--- src/rtl/baudPkg.sv ---
package baudPkg;
  localparam int PRE_N = 4;
  localparam int SCL_N = 16;
  localparam int PRE_W = $clog2(PRE_N);
  localparam int SCL_W = $clog2(SCL_N);
  // slowest reachable rate divides the clock by the largest prescale times the largest scale
  localparam longint LOW_DIV = 64'd7 * 64'd32768;

  typedef struct packed {
    logic capture;   // latch inputs, reset the best-so-far
    logic divGo;     // launch one division
    logic divStage;  // 0: sys / prescale, 1: base / scale
    logic keepBase;  // store the prescaled base
    logic evalCand;  // compare the candidate against the best
    logic commit;    // publish the best pair
    logic reject;    // publish a range refusal
    logic [PRE_W-1:0] preIdx;
    logic [SCL_W-1:0] sclIdx;
  } ctrlStrb_t;

  typedef enum logic [2:0] {
    S_IDLE, S_CHECK, S_PRE_GO, S_PRE_WAIT, S_SCL_GO, S_SCL_WAIT, S_FIN
  } state_t;

  function automatic logic [2:0] preDiv(input logic [PRE_W-1:0] code);
    case (code)
      2'd0:    return 3'd2;
      2'd1:    return 3'd3;
      2'd2:    return 3'd5;
      default: return 3'd7;
    endcase
  endfunction

  function automatic logic [15:0] sclDiv(input logic [SCL_W-1:0] code);
    if (code < 4'd4) return 16'(2 * (int'(code) + 1));
    return 16'(1) << code;
  endfunction
endpackage

--- src/rtl/baudDiv.sv ---
module baudDiv #(
  parameter int W = 32
) (
  input  logic         clk,
  input  logic         rstN,
  input  logic         go,
  input  logic [W-1:0] dividend,
  input  logic [W-1:0] divisor,
  output logic [W-1:0] quot,
  output logic         rdy
);
  localparam int CW = $clog2(W + 1);

  logic [W-1:0]  remR;
  logic [W-1:0]  dvsR;
  logic [CW-1:0] cnt;
  logic          run;
  logic [W:0]    trial;
  logic [W:0]    trialSub;
  logic          fits;

  always_comb begin
    trial    = {remR, quot[W-1]};
    trialSub = trial - {1'b0, dvsR};
    fits     = trial >= {1'b0, dvsR};
  end

  always_ff @(posedge clk or negedge rstN) begin
    if (!rstN) begin
      remR <= '0;
      dvsR <= '0;
      quot <= '0;
      cnt  <= '0;
      run  <= 1'b0;
      rdy  <= 1'b0;
    end else begin
      rdy <= 1'b0;
      if (go) begin
        remR <= '0;
        quot <= dividend;
        dvsR <= divisor;
        cnt  <= CW'(W);
        run  <= 1'b1;
      end else if (run) begin
        remR <= fits ? trialSub[W-1:0] : trial[W-1:0];
        quot <= {quot[W-2:0], fits};
        cnt  <= cnt - 1'b1;
        if (cnt == CW'(1)) begin
          run <= 1'b0;
          rdy <= 1'b1;
        end
      end
    end
  end
endmodule

--- src/rtl/baudSearchPath.sv ---
module baudSearchPath
  import baudPkg::*;
#(
  parameter int W = 32
) (
  input  logic             clk,
  input  logic             rstN,
  input  ctrlStrb_t        strb,
  input  logic [W-1:0]     sysClk,
  input  logic [W-1:0]     reqRate,
  input  logic             dblIn,
  output logic             rangeBad,
  output logic             divRdy,
  output logic [PRE_W-1:0] preCode,
  output logic [SCL_W-1:0] sclCode,
  output logic             dblRate,
  output logic             rangeErr
);
  localparam logic [W-1:0] ERR_INIT = {1'b0, {(W-1){1'b1}}};

  logic [W-1:0]     sysR, reqR, baseR, bestErr;
  logic             dblW;
  logic [PRE_W-1:0] bestPre;
  logic [SCL_W-1:0] bestScl;
  logic [W-1:0]     divA, divB, quot, cand, diff;
  logic [2*W-1:0]   loProd;

  always_comb begin
    divA     = strb.divStage ? baseR : sysR;
    divB     = strb.divStage ? W'(sclDiv(strb.sclIdx)) : W'(preDiv(strb.preIdx));
    loProd   = ((2*W)'(reqR) + (2*W)'(1)) * (2*W)'(LOW_DIV);
    rangeBad = (reqR > (sysR >> 1)) || (loProd <= (2*W)'(sysR));
    cand     = dblW ? {quot[W-2:0], 1'b0} : quot;
    diff     = (cand > reqR) ? (cand - reqR) : (reqR - cand);
  end

  baudDiv #(.W(W)) uDiv (
    .clk(clk), .rstN(rstN), .go(strb.divGo),
    .dividend(divA), .divisor(divB), .quot(quot), .rdy(divRdy)
  );

  always_ff @(posedge clk or negedge rstN) begin
    if (!rstN) begin
      sysR     <= '0;
      reqR     <= '0;
      baseR    <= '0;
      dblW     <= 1'b0;
      bestErr  <= ERR_INIT;
      bestPre  <= '0;
      bestScl  <= '0;
      preCode  <= '0;
      sclCode  <= '0;
      dblRate  <= 1'b0;
      rangeErr <= 1'b0;
    end else begin
      if (strb.capture) begin
        sysR    <= sysClk;
        reqR    <= reqRate;
        dblW    <= dblIn | (reqRate > (sysClk >> 2));
        bestErr <= ERR_INIT;
        bestPre <= '0;
        bestScl <= '0;
      end
      if (strb.keepBase) baseR <= quot;
      if (strb.evalCand && (diff < bestErr)) begin
        bestErr <= diff;
        bestPre <= strb.preIdx;
        bestScl <= strb.sclIdx;
      end
      if (strb.commit) begin
        preCode  <= bestPre;
        sclCode  <= bestScl;
        dblRate  <= dblW;
        rangeErr <= 1'b0;
      end
      if (strb.reject) rangeErr <= 1'b1;
    end
  end
endmodule

--- src/rtl/baudSearchCtrl.sv ---
module baudSearchCtrl
  import baudPkg::*;
(
  input  logic      clk,
  input  logic      rstN,
  input  logic      start,
  input  logic      rangeBad,
  input  logic      divRdy,
  output ctrlStrb_t strb,
  output logic      busy,
  output logic      done
);
  state_t           state, nextState;
  logic [PRE_W-1:0] preIdx;
  logic [SCL_W-1:0] sclIdx;
  logic             lastScl, lastPre;

  always_comb begin
    lastScl   = sclIdx == SCL_W'(SCL_N - 1);
    lastPre   = preIdx == PRE_W'(PRE_N - 1);
    strb      = '0;
    strb.preIdx = preIdx;
    strb.sclIdx = sclIdx;
    nextState = state;
    case (state)
      S_IDLE: if (start) begin
        strb.capture = 1'b1;
        nextState    = S_CHECK;
      end
      S_CHECK: begin
        if (rangeBad) begin
          strb.reject = 1'b1;
          nextState   = S_IDLE;
        end else begin
          nextState = S_PRE_GO;
        end
      end
      S_PRE_GO: begin
        strb.divGo = 1'b1;
        nextState  = S_PRE_WAIT;
      end
      S_PRE_WAIT: if (divRdy) begin
        strb.keepBase = 1'b1;
        nextState     = S_SCL_GO;
      end
      S_SCL_GO: begin
        strb.divGo    = 1'b1;
        strb.divStage = 1'b1;
        nextState     = S_SCL_WAIT;
      end
      S_SCL_WAIT: begin
        strb.divStage = 1'b1;
        if (divRdy) begin
          strb.evalCand = 1'b1;
          if (!lastScl)     nextState = S_SCL_GO;
          else if (lastPre) nextState = S_FIN;
          else              nextState = S_PRE_GO;
        end
      end
      S_FIN: begin
        strb.commit = 1'b1;
        nextState   = S_IDLE;
      end
      default: nextState = S_IDLE;
    endcase
  end

  always_ff @(posedge clk or negedge rstN) begin
    if (!rstN) begin
      state  <= S_IDLE;
      preIdx <= '0;
      sclIdx <= '0;
      done   <= 1'b0;
    end else begin
      state <= nextState;
      done  <= strb.commit | strb.reject;
      if (strb.capture) begin
        preIdx <= '0;
        sclIdx <= '0;
      end else if (strb.evalCand) begin
        sclIdx <= sclIdx + 1'b1;
        if (lastScl) preIdx <= preIdx + 1'b1;
      end
    end
  end

  assign busy = state != S_IDLE;
endmodule

--- src/rtl/baudSearch.sv ---
module baudSearch
  import baudPkg::*;
#(
  parameter int W = 32
) (
  input  logic         clk,
  input  logic         rstN,
  input  logic         start,
  input  logic [W-1:0] sysClk,
  input  logic [W-1:0] reqRate,
  input  logic         dblIn,
  output logic         busy,
  output logic         done,
  output logic [1:0]   preCode,
  output logic [3:0]   sclCode,
  output logic         dblRate,
  output logic         rangeErr
);
  ctrlStrb_t strb;
  logic      rangeBad, divRdy;

  baudSearchCtrl uCtrl (
    .clk(clk), .rstN(rstN), .start(start), .rangeBad(rangeBad),
    .divRdy(divRdy), .strb(strb), .busy(busy), .done(done)
  );

  baudSearchPath #(.W(W)) uPath (
    .clk(clk), .rstN(rstN), .strb(strb), .sysClk(sysClk), .reqRate(reqRate),
    .dblIn(dblIn), .rangeBad(rangeBad), .divRdy(divRdy), .preCode(preCode),
    .sclCode(sclCode), .dblRate(dblRate), .rangeErr(rangeErr)
  );
endmodule

--- config.mk ---
export PLATFORM = sky130hd
export DESIGN_NAME = baudSearch
export DESIGN_NICKNAME = d
export VERILOG_FILES = /design/src/rtl/baudPkg.sv /design/src/rtl/baudDiv.sv /design/src/rtl/baudSearchPath.sv /design/src/rtl/baudSearchCtrl.sv /design/src/rtl/baudSearch.sv
export SDC_FILE = /design/constraint.sdc
export NUM_CORES = 1
export LEC_CHECK = 0
export ABC_CLOCK_PERIOD_IN_PS = 5770
export CORE_ASPECT_RATIO = 1.75
export CORE_MARGIN = 8
export CORE_UTILIZATION = 55
export CTS_CLUSTER_DIAMETER = 150
export DETAILED_ROUTE_END_ITERATION = 16
export DONT_BUFFER_PORTS = 1
export PLACE_DENSITY = 0.85
export SYNTH_ARGS = -nofsm -noshare
export SYNTH_HDL_FRONTEND = slang
export SYNTH_SLANG_ARGS = --single-unit
--- constraint.sdc ---
create_clock -name clk -period 5.77 [get_ports clk]
set_clock_uncertainty 0.05 [all_clocks]
set_input_delay 0.577 -clock clk [delete_from_list [all_inputs] [get_ports clk]]
set_output_delay 0.577 -clock clk [all_outputs]
set_load 0.05 [all_outputs]
==> results of run 1 <==
cell type report:
cell class | count | area, sq um
diodes | 2 | 5.00
clock buffers | 30 | 642
clock inverters | 10 | 208
fillers | 2946 | 12500
inverters | 252 | 948
multi-input cells | 1975 | 14600
flip-flops and latches | 241 | 6080
well taps | 485 | 607
repair buffers | 335 | 2700
per-stage QoR:
stage | utilization [%] | setup slack (ps) | std cells | TNS (ps)
2_1_floorplan | - | 11.6 | 2591 | 0
3_3_place_gp | 61.9 | -329 | 3252 | -767
3_5_place_dp | 61.9 | -469 | 3252 | -1620
4_1_cts | 65.0 | -65.7 | 3300 | -65.7
5_1_grt | 67.4 | -511 | 3330 | -10080
6_report | 67.4 | -256 | 3330 | -809
logic make-up after synthesis:
group	after synthesis	share of synthesized area (%)
and+or+nand+nor	750	16.6
AOI/OAI and AO/OA	729	21.3
buffers and inverters	375	6.73
adders and majority gates	271	16.6
DFF	241	28.6
xor gates and xnor gates	133	5.49
muxes	92	4.62
final timing paths:
kind | slack [ps] | endpoint
worst min-delay path | -320 | uPath.uDiv.remR[21]
worst max register to register | -260 | uCtrl.state[1]
worst max-delay path | -260 | uCtrl.state[1]
max in group asynchronous | 5600 | uPath.bestErr[27]
worst min register to register | 430 | uPath.bestErr[20]
min in group clk | 90 | uPath.sysR[0]
metal layers:
layer  GRT usage [%]  wire length, microns
met4            25.9                  7830
met5               0                     0
met3            4.08                  3840
met1            28.6                 23600
met2            57.4                 37400
registers in the layout, summed over array words and instances (netlist names):
signal	cells
uCtrl.done	1
uCtrl.preIdx	2
uCtrl.sclIdx	4
uCtrl.state	3
uPath.baseR	32
uPath.bestErr	32
uPath.bestPre	2
uPath.bestScl	4
uPath.dblRate	1
uPath.dblW	1
uPath.preCode	2
uPath.rangeErr	1
uPath.reqR	32
uPath.sclCode	4
uPath.sysR	32
uPath.uDiv.cnt	6
uPath.uDiv.dvsR	16
uPath.uDiv.quot	32
uPath.uDiv.rdy	1
uPath.uDiv.remR	32
uPath.uDiv.run	1
cell usage after synthesis, types with 52 or more instances:
library cell	count	area (sq um)
inv_1	252	946
a211oi_1	55	413
dfrtp_1	210	5260
a21oi_1	175	876
ha_1	254	3180
nand4_1	55	344
clkbuf_1	106	398
o21ai_0	218	1090
a21o_1	58	435
a31oi_1	52	325
nor2_1	141	529
nand2_1	311	1170
xnor2_1	88	771
nor2b_1	54	338
layout by cell type, fill, tap and decap left out, drive strengths merged, types with 6 or more instances in the layout:
cell type / synthesis / layout
nor4: 15 / 15
nor3: 44 / 44
and3: 9 / 9
clkbuf: 107 / 35
or4: 9 / 9
buf: 15 / 330
a21boi: 8 / 8
o21ai: 218 / 218
xor2: 45 / 45
or2: 9 / 9
a211oi: 55 / 55
o21a: 25 / 25
nand4: 55 / 55
a2111oi: 8 / 8
nand2b: 15 / 15
a31oi: 52 / 52
xnor2: 88 / 88
nand3: 49 / 49
o22ai: 7 / 7
inv: 252 / 252
or3: 8 / 8
dfrtp: 210 / 210
o21bai: 35 / 35
nand2: 311 / 311
nor2b: 54 / 54
bufinv: 0 / 6
dfstp: 31 / 31
a311oi: 8 / 8
a21oi: 175 / 175
ha: 254 / 254
fa: 17 / 17
o31ai: 8 / 8
o211ai: 25 / 25
nand3b: 7 / 7
mux2i: 46 / 46
nor2: 141 / 141
a21o: 58 / 58
mux2: 46 / 46
and2: 6 / 6
timing repair:
item / in CTS / in global routing
cloned: 0 / 5
resized for setup: 56 / 130
pin swaps: 30 / 43
endpoints found under the setup margin: 24 / 41
hold endpoints to repair: 241 / 241
buffers inserted: 8 / 24
==> impl_metrics.tcl, run 1 <==
set metrics [dict create \
    rows 95 \
    routed_wirelength_mm 72.7 \
    wl_per_cell_microns 21.8 \
    grt_overflow 0 \
    synth_edf_count 0 \
    clkTransAtPathRegs_ps 70 \
    ant_nets 0 \
    crit_start "uPath.reqR[0]" \
    holdWs_ps -318 \
    drc 0 \
    die_area_sq_um 45300 \
    hold_class "input pin to async pin" \
    finalNetCount 3166 \
    cts_buffer_depth 3 \
    required_ps 6150 \
    setup_violations 20 \
    max_stage_delay_ps 550 \
    area_growth_pct 21.6 \
    cts_made_buffers 22 \
    rsz0062_at_grt "true" \
    placed_area_sq_um 23700 \
    io_buffers 0 \
    synthesis.area_sq_um 21200 \
    grt_first_pass_wirelength_mm 109 \
    gp_congestion 1.06 \
    end_kind "flop" \
    fin_area_sq_um 25800 \
    grt_max_degree 242 \
    io_pins 78 \
    root_buffer "clkbuf_16" \
    drv_cap 0 \
    crit_fanout 5 \
    start_kind "flop" \
    start_util_pct 55.4 \
    cp.depth 25 \
    synth.yosys.warnings 0 \
    reg2reg_from "uPath.reqR[0]" \
    hold_violations 219 \
    critPathSlowestCell "o41a_1" \
    layout_setup_ws_ps -256 \
    status "complete, but fails checks" \
    drtIter0Drc 1575 \
    synth-async-reset-ratio_pct 100 \
    fmax_ghz 0.166 \
    yosys.cell_types.count 76 \
    clkLatencyLatePin_ps 540 \
    yosysSeqAreaShare_pct 28.6 \
    via_count 20732 \
    crit_buf_inv 4 \
    synthFlopType "dfrtp_1" \
    ys_ff_latch 241 \
    r2r_cells 25 \
    finalCritPeriodShare_pct 104 \
    clkSinkCount 241 \
    dieHeight_microns 276 \
    syn_inst 2591 \
    path_class "flop to flop" \
    grt_use_total_pct 30.6 \
    final_max_slew_viol_count 0 \
    crit_arrival_ps 6400 \
    syn_avg_cell_area_sq_um 8.18 \
    firstDrtPassIters 5 \
    failed_checks "hold timing, setup timing" \
    worstMarginPinSlew_ps 1090 \
    htree_levels 1 \
    grt_pass1_vias 21463 \
    post-route-min-period_ps 6030 \
    path_delay_family "compound AO/OA/AOI/OAI gates" \
    dpl.hpwl_mm 54.0 \
    die_w_microns 164 \
    cts_tree "built" \
    coreArea_sq_um 38300 \
    cp_common_cell "buf_4" \
    max_slew_margin_pct 27.3 \
    via_per_inst 6.23 \
    syn-num-nets 2930 \
    grt_antenna_before_repair 1 \
    drive_gt1_share_pct 21.3 \
]
Power of run 1 is not shown: default switching activity piles up to over one toggle a cycle in this logic, so the estimate is an artifact.
==> run 2, diff against run 1 <==
CORE_UTILIZATION = 60   (was 55)
PLACE_DENSITY = 0.91   (was 0.85)
==> run 2 against run 1 <==
Against the previous run: cell count increased by 0.57%; critical path depth increased by 2; the flow still finishes with violations (hold timing, setup timing); critical endpoint unchanged; utilization increased by 7.8 points; count of clock-buffer cells in the layout increased by 2; non-clock buffer count increased by 39; via count increased by 4.3%; global-route usage increased by 4.6 points; fmax decreased by 0.44%; first-iteration DRC count increased by 8.3%; sequential share of layout area decreased by 0.50 points; worst setup slack got worse by 26 ps.
==> impl_metrics.tcl, run 2 (same netlist as run 1, synthesis figures left out) <==
set metrics [dict create \
    hold_class "input pin to async pin" \
    via_per_inst 6.46 \
    path_class "flop to flop" \
    clkSinkCount 241 \
    status "complete, but fails checks" \
    setup_violations 38 \
    start_util_pct 60.5 \
    grt_pass1_vias 22339 \
    required_ps 6160 \
    layout_setup_ws_ps -282 \
    coreArea_sq_um 35100 \
    ant_nets 0 \
    crit_arrival_ps 6440 \
    rows 91 \
    final_cell_mix "351 x buf_4, 310 x nand2_1, 241 x inv_1" \
    drtIter0Drc 1705 \
    holdWs_ps -320 \
    max_slew_margin_pct 16.6 \
    gp_congestion 1.02 \
    grt_overflow 0 \
    dpl.cell_count 3259 \
    die_w_microns 158 \
    die_area_sq_um 41800 \
    dpl.hpwl_mm 56.1 \
    layoutNonFillerInstCount 3349 \
    rsz0062_at_grt "true" \
    worstMarginPinSlew_ps 1240 \
    routed_wirelength_mm 78.1 \
    area_growth_pct 24.3 \
    cts_made_buffers 22 \
    grt_use_total_pct 35.3 \
    cp_common_cell "buf_4" \
    r2r_slack_ps -280 \
    finalNetCount 3205 \
    io_buffers 0 \
    grt_max_degree 242 \
    reg2reg_from "uPath.reqR[1]" \
    fmax_ghz 0.165 \
    io_pins 78 \
    hold_violations 241 \
    cts_buffer_depth 3 \
    clkTransAtPathRegs_ps 80 \
    r2r_cells 27 \
    start_kind "flop" \
    clkLatencyLatePin_ps 550 \
    cts_tree "built" \
    final_common_cell "buf_4" \
    failed_checks "hold timing, setup timing" \
    htree_levels 1 \
    critPathSlowestCell "o41a_1" \
    post-route-min-period_ps 6050 \
    finalCritPeriodShare_pct 105 \
    drc 0 \
    final_max_slew_viol_count 0 \
    drv_cap 0 \
    end_kind "flop" \
    r2r_end "uCtrl.state[1]" \
    wl_per_cell_microns 23.3 \
    drive_gt1_share_pct 23.6 \
    max_stage_delay_ps 500 \
    dieHeight_microns 265 \
    root_buffer "clkbuf_16" \
    firstDrtPassIters 6 \
    via_count 21621 \
    grt_antenna_before_repair 4 \
    crit_fanout 3 \
    grt_first_pass_wirelength_mm 116 \
]
run 2: cell types whose count changed in the layout (fill, tap and decap cells not counted), sizes merged:
cell,delta
buf,+40
inv,-1
bufinv,-4
clkbuf,+1
clkinvlp,+3
run 2: what timing repair did:
item,4_1_cts,5_1_grt
cloned,1,4
endpoints found under the setup margin,38,41
setup buffers,17,27
endpoints found under the hold margin,241,241
pin swaps,32,51
resized for setup,70,173
run 2: worst max path at each step:
stage / end / startpoint
after floorplan: uCtrl.state[1] / uPath.reqR[1]
after global placement: uCtrl.state[1] / uPath.reqR[1]
after detailed placement: uCtrl.state[1] / uPath.reqR[1]
after CTS: uCtrl.state[1] / uPath.reqR[3]
after global routing: uCtrl.state[1] / uPath.reqR[1]
final: uCtrl.state[1] / uPath.reqR[1]
run 2: routing by layer:
layer	global-route usage [%]	part of all wire (%)	vias up
li1	-	-	9637
met1	32.9	31	10299
met2	63.3	50	1152
met3	5.98	6.8	531
met4	32.9	12	2
met5	0	0.023	-
run 2: stage by stage:
step                      utilization, %  worst slack, ps  cell area (sq um)  setup TNS (ps)
after floorplan                        -             11.6              21200               0
after global placement              68.1             -949              23900           -2620
after detailed placement            68.1             -989              23900           -5560
after CTS                           71.7             -102              25100            -105
after global routing                75.1             -450              26300          -13790
final                               75.1             -282              26300           -2470
run 2: critical path: cells and delay by family, from the launching register on:
kind	cells	cell delay, ps
adders and majority gates	3	840
and+or+nand+nor	8	1700
buffers and inverters	6	850
xor gates and xnor gates	3	400
AOI/OAI and AO/OA	7	1670
DFF	1	420
run 2: area by class of cell:
class / instances / area [sq um]
fillers: 2457 / 8720
clock buffers: 32 / 659
inverters: 252 / 952
diodes: 2 / 5.00
well taps: 465 / 582
repair buffers: 374 / 3000
flip-flops and latches: 241 / 6080
multi-input cells: 1975 / 15000
clock inverters: 8 / 97.6
Power of run 2 is left out for the same reason.
